`src/rtl/fcmp_pkg.sv`:
```
package fcmp_pkg;

  localparam int unsigned FP_W     = 64;
  localparam int unsigned SIGN_POS = FP_W - 1;
  localparam int unsigned EXP_HI   = 62;
  localparam int unsigned EXP_LO   = 52;
  localparam int unsigned TRUE_POS = 62;

  typedef enum logic [1:0] {
    ORD_LESS    = 2'b00,
    ORD_EQUAL   = 2'b01,
    ORD_GREATER = 2'b10
  } order_e;

  typedef enum logic [1:0] {
    FN_EQ   = 2'b00,
    FN_LT   = 2'b01,
    FN_LE   = 2'b10,
    FN_NONE = 2'b11
  } cmp_fn_e;

  // Exponent field empty
  function automatic logic exp_field_zero(input logic [FP_W-1:0] op);
    return op[EXP_HI:EXP_LO] == '0;
  endfunction

  // Zero exponent with any other bit set
  function automatic logic pattern_reserved(input logic [FP_W-1:0] op);
    return exp_field_zero(op) && (op != '0);
  endfunction

  // Ordering of two legal patterns
  function automatic order_e order_legal(input logic [FP_W-1:0] a,
                                         input logic [FP_W-1:0] b);
    logic sa, sb;
    sa = a[SIGN_POS];
    sb = b[SIGN_POS];
    if (a == b)       return ORD_EQUAL;
    else if (sa != sb) return sa ? ORD_LESS : ORD_GREATER;
    else if ((a < b) ^ sa) return ORD_LESS;
    else              return ORD_GREATER;
  endfunction

  // Does the ordering satisfy the requested predicate
  function automatic logic predicate_hit(input cmp_fn_e fn, input order_e ord);
    case (fn)
      FN_EQ:   return ord == ORD_EQUAL;
      FN_LT:   return ord == ORD_LESS;
      FN_LE:   return (ord == ORD_LESS) || (ord == ORD_EQUAL);
      default: return 1'b0;
    endcase
  endfunction

endpackage

```
`src/rtl/fcmp_operand_check.sv`:
```
module fcmp_operand_check
  import fcmp_pkg::*;
#(
  parameter int unsigned W = FP_W
) (
  input  logic [W-1:0] op_i,
  output logic         reserved_o
);

  logic exp_empty;
  logic any_bit;

  assign exp_empty  = exp_field_zero(op_i);
  assign any_bit    = |op_i;
  assign reserved_o = pattern_reserved(op_i);

  // the all-zero word is never flagged
  always_comb begin
    if (!any_bit) a_r2_zero_legal: assert (!reserved_o);
    if (!exp_empty) a_r1_needs_zero_exp: assert (!reserved_o);
  end

endmodule

```
`src/rtl/fcmp_order.sv`:
```
module fcmp_order
  import fcmp_pkg::*;
#(
  parameter int unsigned W = FP_W
) (
  input  logic [W-1:0] a_i,
  input  logic [W-1:0] b_i,
  input  logic         any_reserved_i,
  output order_e       ord_o
);

  logic signs_differ;
  logic patterns_match;
  order_e legal_ord;

  assign signs_differ   = a_i[W-1] ^ b_i[W-1];
  assign patterns_match = (a_i == b_i);
  assign legal_ord      = order_legal(a_i, b_i);
  assign ord_o          = any_reserved_i ? ORD_GREATER : legal_ord;

  always_comb begin
    // reserved forces greater
    if (any_reserved_i) a_r3_reserved_greater: assert (ord_o == ORD_GREATER);
    // identical legal patterns are equal
    if (!any_reserved_i && patterns_match) a_r4_match_equal: assert (ord_o == ORD_EQUAL);
    // negative side is smaller when signs differ
    if (!any_reserved_i && signs_differ)
      a_r5_sign_split: assert (ord_o == (a_i[W-1] ? ORD_LESS : ORD_GREATER));
  end

endmodule

```
`src/rtl/fcmp_predicate.sv`:
```
module fcmp_predicate
  import fcmp_pkg::*;
(
  input  cmp_fn_e fn_i,
  input  order_e  ord_i,
  output logic    hit_o
);

  assign hit_o = predicate_hit(fn_i, ord_i);

  always_comb begin
    // no function code accepts a greater ordering; code 11 accepts nothing
    if (ord_i == ORD_GREATER) a_r7_greater_false: assert (!hit_o);
    if (fn_i == FN_NONE) a_r7_none_false: assert (!hit_o);
  end

endmodule

```
`src/rtl/fcmp_unit.sv`:
```
module fcmp_unit
  import fcmp_pkg::*;
#(
  parameter int unsigned W       = FP_W,
  parameter int unsigned TRUE_AT = TRUE_POS
) (
  input  logic         clk,
  input  logic         rst,
  input  logic         valid_i,
  input  logic [1:0]   fn_i,
  input  logic [W-1:0] opa_i,
  input  logic [W-1:0] opb_i,
  output logic         res_valid_o,
  output logic [W-1:0] result_o,
  output logic         trap_o
);

  localparam int unsigned NOPS = 2;
  localparam logic [W-1:0] TRUE_WORD = W'(1) << TRUE_AT;

  logic [NOPS-1:0][W-1:0] ops;
  logic [NOPS-1:0]        op_reserved;
  logic                   any_reserved;
  order_e                 ord;
  logic                   hit;
  cmp_fn_e                fn;

  assign ops[0] = opa_i;
  assign ops[1] = opb_i;
  assign fn     = cmp_fn_e'(fn_i);

  for (genvar gi = 0; gi < NOPS; gi++) begin : g_chk
    fcmp_operand_check #(.W(W)) u_chk (
      .op_i       (ops[gi]),
      .reserved_o (op_reserved[gi])
    );
  end

  assign any_reserved = |op_reserved;

  fcmp_order #(.W(W)) u_order (
    .a_i            (opa_i),
    .b_i            (opb_i),
    .any_reserved_i (any_reserved),
    .ord_o          (ord)
  );

  fcmp_predicate u_pred (
    .fn_i  (fn),
    .ord_i (ord),
    .hit_o (hit)
  );

  always_ff @(posedge clk) begin
    if (rst) begin
      res_valid_o <= 1'b0;
      trap_o      <= 1'b0;
      result_o    <= '0;
    end else begin
      res_valid_o <= valid_i;
      trap_o      <= valid_i && any_reserved;
      if (valid_i) result_o <= hit ? TRUE_WORD : '0;
    end
  end

  a_r9_valid_follows: assert property (@(posedge clk) disable iff (rst)
    valid_i |=> res_valid_o);
  a_r9_no_spurious: assert property (@(posedge clk) disable iff (rst)
    !valid_i |=> !res_valid_o);
  a_r8_two_values: assert property (@(posedge clk) disable iff (rst)
    (result_o == '0) || (result_o == TRUE_WORD));
  a_r2_trap_needs_valid: assert property (@(posedge clk) disable iff (rst)
    trap_o |-> res_valid_o);
  a_r11_hold: assert property (@(posedge clk) disable iff (rst)
    !valid_i |=> ($stable(result_o) && !trap_o));
  a_r3_reserved_false: assert property (@(posedge clk) disable iff (rst)
    (valid_i && any_reserved) |=> (trap_o && result_o == '0));
  a_r1_trap_source: assert property (@(posedge clk) disable iff (rst)
    (valid_i && !any_reserved) |=> !trap_o);

endmodule

```
`config.mk`:
```
export PLATFORM = sky130hd
export DESIGN_NAME = fcmp_unit
export DESIGN_NICKNAME = d
export VERILOG_FILES = /design/src/rtl/fcmp_pkg.sv /design/src/rtl/fcmp_operand_check.sv /design/src/rtl/fcmp_order.sv /design/src/rtl/fcmp_predicate.sv /design/src/rtl/fcmp_unit.sv
export SDC_FILE = /design/constraint.sdc
export NUM_CORES = 1
export LEC_CHECK = 0
export ABC_AREA = 0
export BUFFER_PORTS_ARGS = -buffer_cell sky130_fd_sc_hd__buf_2
export CORE_ASPECT_RATIO = 0.5
export CORE_UTILIZATION = 44
export CTS_CLUSTER_SIZE = 24
export DETAILED_ROUTE_END_ITERATION = 6
export PLACE_DENSITY = 0.87
export SLEW_MARGIN = 20
export SYNTH_ARGS = -nofsm -noshare
export SYNTH_HDL_FRONTEND = slang
export SYNTH_SLANG_ARGS = --single-unit
```
`constraint.sdc`:
```
create_clock -name clk -period 5 [get_ports clk]
set_input_delay 1 -clock clk [delete_from_list [all_inputs] [get_ports clk]]
set_output_delay 1 -clock clk [all_outputs]
set_load 0.01 [all_outputs]
```
Yosys cells after proc, flatten, opt, wreduce, memory -nomap -nowiden
Index checks and enable logic that the tools add are counted.

Register bits: 66. Input port bits: 133. Logic and storage cells: 28. Output and inout bits: 66.

Bitwise operators: 1. $lt $le $gt $ge: 1. Reductions and logical operators: 11. Eq/ne operators: 5. Muxes and demuxes: 7.

Operators by type and width (number): nonzero test 64 bit (2); equality test 64 bit (1); less-than comparator 64 bit (1); two-way mux 63 bit (1); zero test 11 bit (2); two-way mux 2 bit (5); equality test 2 x 1 -> 1 bit (second input constant) (2); zero test 2 bit (2); logical AND 1 bit (3); case mux 1 bit (3 select lines) (1); equality test 2 bit (second input constant) (1); OR reduction 2 bit (1); logical OR 1 bit (1); != test 1 bit (1); bitwise XOR 1 bit (1).

Longest topological paths before layout
Gate-level depths: netlist of the first run.

Depth in word-level cells: 10. Depth in mapped cells: 9. Depth with buffers taken out: 9.

By module
From an unflattened synthesis of the first run, not the netlist that was laid out.

Cells, all modules: 358. Area, all modules: 2586.2 um^2.

By module, submodules not included: fcmp_order (cells each 237, times used 1, area an instance 1705.4 um^2); fcmp_unit (cells each 72, times used 1, area an instance 570.5 um^2); fcmp_operand_check (cells each 23, times used 2, area an instance 143.9 um^2); fcmp_predicate (cells each 3, times used 1, area an instance 22.5 um^2).

Worst setup path after synthesis of the first run
Ideal clock, no wire load.

Path kind: input to register. Start point: input port opb_i[41]. End point: register result_o[62]. Arrival time: 2.714 ns. Setup slack: 2.197 ns. Path buffers: 0. Stages on the path: 9. Setup time: 0.088 ns. Required time: 4.912 ns. Cells stage by stage: inv_1 ha_1 and4_4 nor4b_4 a221oi_2 o21ai_1 and2_4 o41a_1 o32ai_2.

Cells in the longest elaborated chain, start to end: 10.

RTL lines: start: declaration (line fcmp_unit.sv:12) `input logic [W-1:0] opb_i,`; less-than comparator 64 bit (line fcmp_pkg.sv:40) `else if ((a < b) ^ sa) return ORD_LESS;`; bitwise XOR 1 bit (line fcmp_pkg.sv:40); two-way mux 2 bit (line fcmp_pkg.sv:40); two-way mux 2 bit (line fcmp_pkg.sv:39) `else if (sa != sb) return sa ? ORD_LESS : ORD_GREATER;`; two-way mux 2 bit (line fcmp_pkg.sv:38) `if (a == b) return ORD_EQUAL;`; two-way mux 2 bit * (line fcmp_order.sv:19) `assign ord_o = any_reserved_i ? ORD_GREATER : legal_ord;`; equality test 2 x 1 -> 1 bit / zero test 2 bit (equally long branches) (line fcmp_pkg.sv:47, fcmp_pkg.sv:49, fcmp_pkg.sv:48); logical OR 1 bit (line fcmp_pkg.sv:49) `FN_LE: return (ord == ORD_LESS) || (ord == ORD_EQUAL);`; case mux 1 bit (3 select lines) * (line fcmp_pkg.sv:46) `case (fn)`; two-way mux 63 bit * (line fcmp_unit.sv:62) `if (valid_i) result_o <= hit ? TRUE_WORD : '0;`; end signal: assignment (line fcmp_unit.sv:62); end: declaration (line fcmp_unit.sv:14) `output logic [W-1:0] result_o,`.

Mark *: on every way between the ends. The rest lies on a longest branch, timed or not. A chain may end at the register's enable or synchronous reset.

Final worst setup path of the first run
Start point: input port opa_i[8]. End point: register result_o[62].

Cells in the longest elaborated chain, start to end: 10.

RTL lines: start: declaration (line fcmp_unit.sv:11) `input logic [W-1:0] opa_i,`; less-than comparator 64 bit (line fcmp_pkg.sv:40); bitwise XOR 1 bit (line fcmp_pkg.sv:40); two-way mux 2 bit (line fcmp_pkg.sv:40); two-way mux 2 bit (line fcmp_pkg.sv:39); two-way mux 2 bit (line fcmp_pkg.sv:38); two-way mux 2 bit * (line fcmp_order.sv:19); equality test 2 x 1 -> 1 bit / zero test 2 bit (equally long branches) (line fcmp_pkg.sv:47, fcmp_pkg.sv:49, fcmp_pkg.sv:48); logical OR 1 bit (line fcmp_pkg.sv:49); case mux 1 bit (3 select lines) * (line fcmp_pkg.sv:46); two-way mux 63 bit * (line fcmp_unit.sv:62).

Marked as above.

==> flow_summary.yaml, run 1 <==
run:
  max_cap_viol_count: 0
critical_path:
  critPathCaptureType: "flip-flop"
  arrival_ns: 3.02
  path_buf_inv: 1
  r2r_setup_slack_ns: 4.01
  crit_chain: "buf_2 -> or4_1 -> nor4_1 -> a21oi_1 -> a41oi_1 -> nand2_1 -> o32ai_2"
  start_kind: "input port"
  crit_family: "simple AND/OR/NAND/NOR gates"
  crit_slowest_cell: "nor4_1"
  worstSetupPathType: "in -> reg"
  cp.required_ns: 5.14
  crit_path_max_incr_delay_ns: 0.57
  crit-reg2reg-launch: "result_o[62]"
  cp-startpoint: "opa_i[8]"
  worst-path-max-fanout: 3
pwr:
  cellPowerDensity_nw_per_um2: 120.0
  leakagePower_nw: 1.890
  power_uw: 376.4
  vdd_drop_max_mv: 0.1068
sta:
  skew_ns: 0
  finalHoldViolations: 0
  period_minus_slack_ns: 2.880
  setup_tns_ns: 0
  setup-violations-final: 0
  rsz0062_at_grt: "no"
  drv_slew: 0
  worst_slew_pin_slew_ns: 0.6405
  fin_crit_sh: 0.5760
  maxSlewHeadroom: 0.5691
  fmax_ghz: 0.3472
global_route:
  grt_first_pass_wirelength_um: 11300
  grt_overflow: 0
  grt_max_degree: 5
  grt_antenna_before_repair: 0
  first_global_vias: 2645
  grtUsageTotal: 0.2311
cells_and_area:
  n_antenna_cell: 0
  fin_nets: 689
  fin_util: 0.5690
  area_delta_synth_final_pct: 23.91
  final_area_um2: 3138
  drive_above_1_share: 0.2933
clock_tree:
  cts_max_path_buffers: 2
  htreeDepth: 1
  cts.repair.resized: 0
  cts_hold_buf: 0
  clk_pin_slew_worst_paths_ns: 0.03
  cts_tree: "yes"
  clock_latency_ns: 0.23
  cts_buffers: 3
  postCtsSetupBuffers: 0
  clockRootBuffer: "clkbuf_16"
  cts_sinks: 3
logic_synthesis:
  synth-edff-count: 0
  avgSynthCellArea_um2: 7.174
  yosysWarnings: 0
  synth_flop_cell: "dfxtp_1"
  ys_ff_latch: 3
  synth.top_cell.area_share: 0.3162
  syn_area_um2: 2532
  syn_inst: 353
  ys_async_sr_fraction: 0
  seq_area_frac_synth: 0.02372
  synth_area_leaders: "ha_1, buf_4, inv_1"
  yosys.area.top_type: "ha_1"
  synth.distinct_cells: 35
die:
  die_area_um2: 6081
  die_h_um: 55.65
  core_area_um2: 5515
  die-width_um: 109.3
  start_util: 0.4592
  pin_count: 199
  rows: 19
worst_hold_path:
  hp-start: "result_o[62]"
  hold_class: "reg -> reg"
route:
  via_per_inst: 5.105
  dr.pass1.iters: 4
  drc: 0
  vias: 2879
  wl_per_cell_um: 12.48
  totalWireLength_um: 7036
  drt_iter0_markers: 125
  ant_nets: 0
outcome:
  outcome: "complete, no violations"
place:
  dp_hpwl_um: 6537
  io_buffers: 135
  placed_area_um2: 3059
  gp_congestion: 0.9283
==> report_power, final <==
part / leakage, nW / switching, mW / internal (mW)
registers: 0.0246 / 0.000561 / 0.0252
logic: 1.83 / 0.125 / 0.0964
clock network: 0.0382 / 0.0239 / 0.105
==> registers in the layout, summed over array words and instances, names as in the netlist <==
name,flops
trap_o,1
res_valid_o,1
result_o,1
==> cells in the mapped netlist (all sizes together), types with 5 or more instances <==
cell / instances
a21oi: 26
buf: 63
ha: 64
inv: 67
nand2: 18
nand3: 7
nand4: 20
nor2b: 5
nor3: 7
nor4: 31
o21ai: 9
==> per-stage QoR <==
step | worst slack, ns | hold slack [ns] | instances
3_5_place_dp | 1.946 | 0.7004 | 560
6_report | 2.120 | 0.7116 | 564
5_1_grt | 1.972 | 0.7566 | 564
2_1_floorplan | 2.197 | 0.6936 | 415
4_1_cts | 2.183 | 0.7121 | 564
3_3_place_gp | 1.986 | 0.6594 | 560
==> layout make-up <==
type | instances | area [um^2]
Multi-Input combinational cell | 282 | 1981
Sequential cell | 3 | 60.06
Tap cell | 73 | 91.34
Timing Repair Buffer | 135 | 675.6
Fill cell | 531 | 2377
Inverter | 67 | 251.5
Clock buffer | 4 | 78.83
==> cells in the final DEF (no fill, tap or decap), types with 18 or more instances in the layout <==
cell type / netlist / layout
conb_1: 1 / 63
nand4_1: 20 / 20
a21oi_1: 26 / 26
nor4_1: 31 / 31
inv_1: 67 / 67
buf_2: 0 / 135
nand2_1: 18 / 18
ha_1: 64 / 64
==> cell families (layout without fill, tap and decap cells) <==
family / count (synthesis) / in the layout / synth area share
flip-flops: 3 / 3 / 0.02372
adder cells (fa/ha/maj): 64 / 64 / 0.3162
AO/OA/AOI/OAI: 55 / 55 / 0.1398
XOR/XNOR: 1 / 1 / 0.003459
buffers and inverters: 130 / 206 / 0.2861
AND/OR/NAND/NOR: 99 / 99 / 0.2292
other: 1 / 63 / 0.001481
==> worst min-delay path, cell delays in order, from the launching register on <==
cell and delay (ns):
dfxtp_1 0.35, nor2b_1 0.15, a41oi_1 0.06, o32ai_2 0.11
==> metal layers <==
layer	vias up	routed length [um]	GRT usage	share of wire
li1	1417	-	-	-
met1	1290	2869	0.2768	0.41
met2	154	3437	0.4205	0.49
met3	18	562	0.04098	0.080
met4	0	167	0.06667	0.024
met5	-	0	0	0
==> worst paths after layout <==
path / endpoint / cells past startpoint
max: result_o[62] / 7
min: result_o[62] / 3
max reg2reg: result_o[62] / 4
min reg2reg: result_o[62] / 3
No activity file was read; power rests on OpenSTA's default activity.
==> run 2, diff against run 1 <==
CORE_UTILIZATION = 37   (was 44)
PLACE_DENSITY = 0.78   (was 0.87)
clock period = 2.5 ns   (was 5 ns; I/O delays follow)
==> flow_summary.yaml, run 2 (same netlist as run 1, synthesis figures left out) <==
die:
  pin_count: 199
  die_h_um: 60.50
  rows: 20
  core_area_um2: 6331
  die-width_um: 119
  start_util: 0.4000
  die_area_um2: 7200
place:
  dp.cells: 578
  dp_slack_ns: -0.1250
  io_buffers: 135
  dp_hpwl_um: 6612
  gp_congestion: 0.9309
run:
  max_cap_viol_count: 0
worst_hold_path:
  hp-start: "rst"
  min_path_cells: 2
  hold_class: "in -> reg"
sta:
  setup-violations-final: 0
  fin_crit_sh: 0.9532
  rsz0062_at_grt: "no"
  skew_ns: 0
  finalHoldViolations: 0
  drv_slew: 0
  setup_slack_ns: 0.1170
  fmax_ghz: 0.4196
  period_minus_slack_ns: 2.383
critical_path:
  start_kind: "input port"
  r2r_cells: 4
  crit_slowest_cell: "o41a_1"
  worst-path-max-fanout: 3
  cp-startpoint: "opa_i[41]"
  worstSetupPathType: "in -> reg"
  crit_chain: "buf_2 -> ha_1 -> and4_4 -> nor4b_4 -> a221oi_2 -> o21ai_1 -> and2_4 -> o41a_1 -> o32ai_2"
  path_buf_inv: 1
  cp.required_ns: 2.63
  crit-reg2reg-launch: "result_o[62]"
  crit_cells: 9
  arrival_ns: 2.52
  crit_path_max_incr_delay_ns: 0.43
  critPathCaptureType: "flip-flop"
  crit_family: "compound AO/OA/AOI/OAI gates"
cells_and_area:
  fin_nets: 692
  mostFrequentLayoutCells: "buf_2, inv_1, ha_1"
  area_delta_synth_final_pct: 25.94
  drive_above_1_share: 0.3016
  fin_util: 0.5038
  fin_cells: 582
  layout_commonest_cell: "buf_2"
  reg_top3: "res_valid_o x1, result_o x1, trap_o x1"
  n_antenna_cell: 0
route:
  drt_iter0_markers: 115
  vias: 2769
  wl_per_cell_um: 11.98
  totalWireLength_um: 6970
  dr.pass1.iters: 4
  drc: 0
  via_per_inst: 4.758
  ant_nets: 0
clock_tree:
  cts_buffers: 3
  htreeDepth: 1
  clock_latency_ns: 0.22
  clk_pin_slew_worst_paths_ns: 0.03
  cts_hold_buf: 0
  cts_tree: "yes"
  clockRootBuffer: "clkbuf_16"
  cts_max_path_buffers: 2
  cts_sinks: 3
pwr:
  cellPowerDensity_nw_per_um2: 234.3
  power_uw: 747.3
  leakagePower_nw: 1.905
  vdd_drop_max_mv: 0.1579
global_route:
  grt_overflow: 0
  first_global_vias: 2451
  grt_first_pass_wirelength_um: 10540
  grt_antenna_before_repair: 0
  grt_max_degree: 5
  grtUsageTotal: 0.1824
outcome:
  outcome: "complete, no violations"
[run 2: layer usage]
metal	routed length, um	vias to the layer above	GRT usage
li1	-	1431	-
met1	3095	1210	0.2296
met2	3397	114	0.3430
met3	345	14	0.01692
met4	131	0	0.05063
met5	0	-	0
[run 2: worst reg2reg max path: cells and delay by family, from the launching register on]
kind / cells / cell delay [ns]
compound gates: 2 / 0.37
simple gates: 2 / 0.26
flops: 1 / 0.34
[run 2: area by class of cell]
cell class / instances / area (um^2)
fill: 667 / 3142
inverter: 67 / 251.5
timing repair buffer: 138 / 698.2
multi-input combinational: 282 / 1991
tap: 88 / 110.1
sequential: 3 / 60.06
clock buffer: 4 / 78.83
[run 2: worst paths after layout]
check | to | slack [ns]
max | result_o[62] | 0.12
min | res_valid_o | 0.50
max reg2reg | result_o[62] | 1.45
min reg2reg | result_o[62] | 0.70
[run 2: timing repair]
| action | in CTS | in global routing |
|---|---|---|
| resized for setup | 0 | 2 |
| endpoints found under the hold margin | 0 | 0 |
| setup endpoints to repair | 0 | 1 |
| setup buffers | 0 | 0 |
[run 2: power breakdown]
group / switching [mW] / internal (mW)
sequential: 0.00108 / 0.0503
combinational: 0.248 / 0.195
clock: 0.0420 / 0.210
[run 2: metrics by stage]
stage	hold slack, ns	cell area, um^2	setup TNS, ns
global placement	0.6777	3100	-0.05754
detailed placement	0.6789	3100	-0.1250
global route	0.5007	3189	0
finish	0.4980	3189	0
floorplan	0.5791	2765	0
CTS	0.4970	3179	0
==> run 3, diff against run 2 <==
CORE_MARGIN = 5   (was unset)
==> flow_summary.yaml, run 3 (same netlist as run 1, synthesis figures left out) <==
outcome:
  outcome: "complete, no violations"
cells_and_area:
  layout_commonest_cell: "buf_2"
  drive_above_1_share: 0.3010
  mostFrequentLayoutCells: "buf_2, inv_1, ha_1"
  n_antenna_cell: 0
  reg_top3: "res_valid_o x1, result_o x1, trap_o x1"
  area_delta_synth_final_pct: 26.28
  fin_nets: 693
clock_tree:
  cts_tree: "yes"
  cts_hold_buf: 0
  cts_sinks: 3
  htreeDepth: 1
  clockRootBuffer: "clkbuf_16"
  clock_latency_ns: 0.23
  cts_max_path_buffers: 2
  cts.repair.resized: 0
  clk_pin_slew_worst_paths_ns: 0.03
  postCtsSetupBuffers: 0
  cts_buffers: 3
critical_path:
  worstSetupPathType: "in -> reg"
  critPathCaptureType: "flip-flop"
  cp.required_ns: 2.64
  worst-path-max-fanout: 4
  crit_slowest_cell: "o41a_1"
  r2r_cells: 4
  crit-reg2reg-launch: "result_o[62]"
  arrival_ns: 2.46
  r2r_end: "result_o[62]"
  start_kind: "input port"
  crit_path_max_incr_delay_ns: 0.33
  cp-startpoint: "opb_i[26]"
  critPathCapture: "result_o[62]"
  r2r_setup_slack_ns: 1.52
  crit_chain: "buf_2 -> inv_1 -> ha_1 -> a21oi_1 -> nand2_1 -> a221oi_1 -> o211ai_1 -> and4_2 -> o41a_1 -> o32ai_2"
pwr:
  clkPwrFrac: 0.341
  switching_share: 0.3960
  internal-power_uw: 456.6
  power_frac_seq: 0.068
  leakagePower_nw: 1.910
  vdd_drop_max_mv: 0.1862
  p_switching_uw: 299.3
  p_comb_frac: 0.591
  power_uw: 755.9
  cellPowerDensity_nw_per_um2: 236.4
run:
  max_cap_viol_count: 0
die:
  core_area_um2: 6674
  die_area_um2: 8700
  die_h_um: 68.50
  rows: 21
  pin_count: 199
  die-width_um: 127
  start_util: 0.3795
sta:
  drv_slew: 0
  skew_ns: 0
  setup_slack_ns: 0.1776
  hold_ws_ns: 0.5067
  finalHoldViolations: 0
  fin_crit_sh: 0.9290
  setup-violations-final: 0
  setup_tns_ns: 0
  period_minus_slack_ns: 2.322
  rsz0062_at_grt: "no"
  fmax_ghz: 0.4306
global_route:
  grt_antenna_before_repair: 0
  first_global_vias: 2489
  grtUsageTotal: 0.1547
  grt_overflow: 0
  grt_first_pass_wirelength_um: 10940
  grt_max_degree: 5
worst_hold_path:
  hold_class: "in -> reg"
place:
  dp_hpwl_um: 7239
  gp_congestion: 0.9213
  io_buffers: 135
  dp_slack_ns: -0.04737
route:
  vias: 2786
  wl_per_cell_um: 13.11
  drc: 0
  via_per_inst: 4.746
  drt_iter0_markers: 116
  dr.pass1.iters: 4
  totalWireLength_um: 7698
  ant_nets: 0
-- run 3: cell types whose count changed in the layout (fill, tap and decap cells not counted) --
cell and delta:
buf_4 +1, a21oi_1 +1, a21oi_2 -1
-- run 3: critical path, delay by kind of cell --
family / cells / cell delay, ns
buf+inv: 2 / 0.13
compound gates: 5 / 1.17
simple gates: 2 / 0.34
fa+ha+maj: 1 / 0.32
-- run 3: worst min path at each step --
stage / cells after the start / to / from
4_1_cts: 2 / res_valid_o / rst
5_1_grt: 2 / res_valid_o / rst
2_1_floorplan: 1 / res_valid_o / rst
3_5_place_dp: 3 / result_o[62] / result_o[62]
6_report: 2 / res_valid_o / rst
3_3_place_gp: 3 / result_o[62] / result_o[62]
-- run 3: cell type report --
cell class	instances	area (um^2)
fillers	714	3476
multi-input cells	282	1987
repair buffers	139	705.7
inverters	67	251.5
well taps	92	115.1
clock buffers	4	78.83
flip-flops and latches	3	60.06
-- run 3: per-layer routing --
metal  share of wire  wire [um]  global-route usage
met3           0.057        442             0.01308
met2            0.53       4054              0.3026
met4          0.0084         65             0.03743
met1            0.41       3136              0.1882
met5               0          0                   0
-- run 3: per-stage QoR --
step	std cells	util	cell area [um^2]
2_1_floorplan	415	-	2765
6_report	587	0.4792	3198
5_1_grt	587	0.4792	3198
4_1_cts	587	0.4783	3192
3_5_place_dp	583	0.4664	3113
3_3_place_gp	583	0.4664	3113
-- run 3: power groups by stage --
stage,logic [mW],clock network [mW],registers [mW]
after global placement,0.430,0,0.0518
after floorplan,0.316,0,0.0529
after detailed placement,0.439,0,0.0519
final,0.447,0.258,0.0513
after CTS,0.442,0.260,0.0513
after global routing,0.505,0.271,0.0514
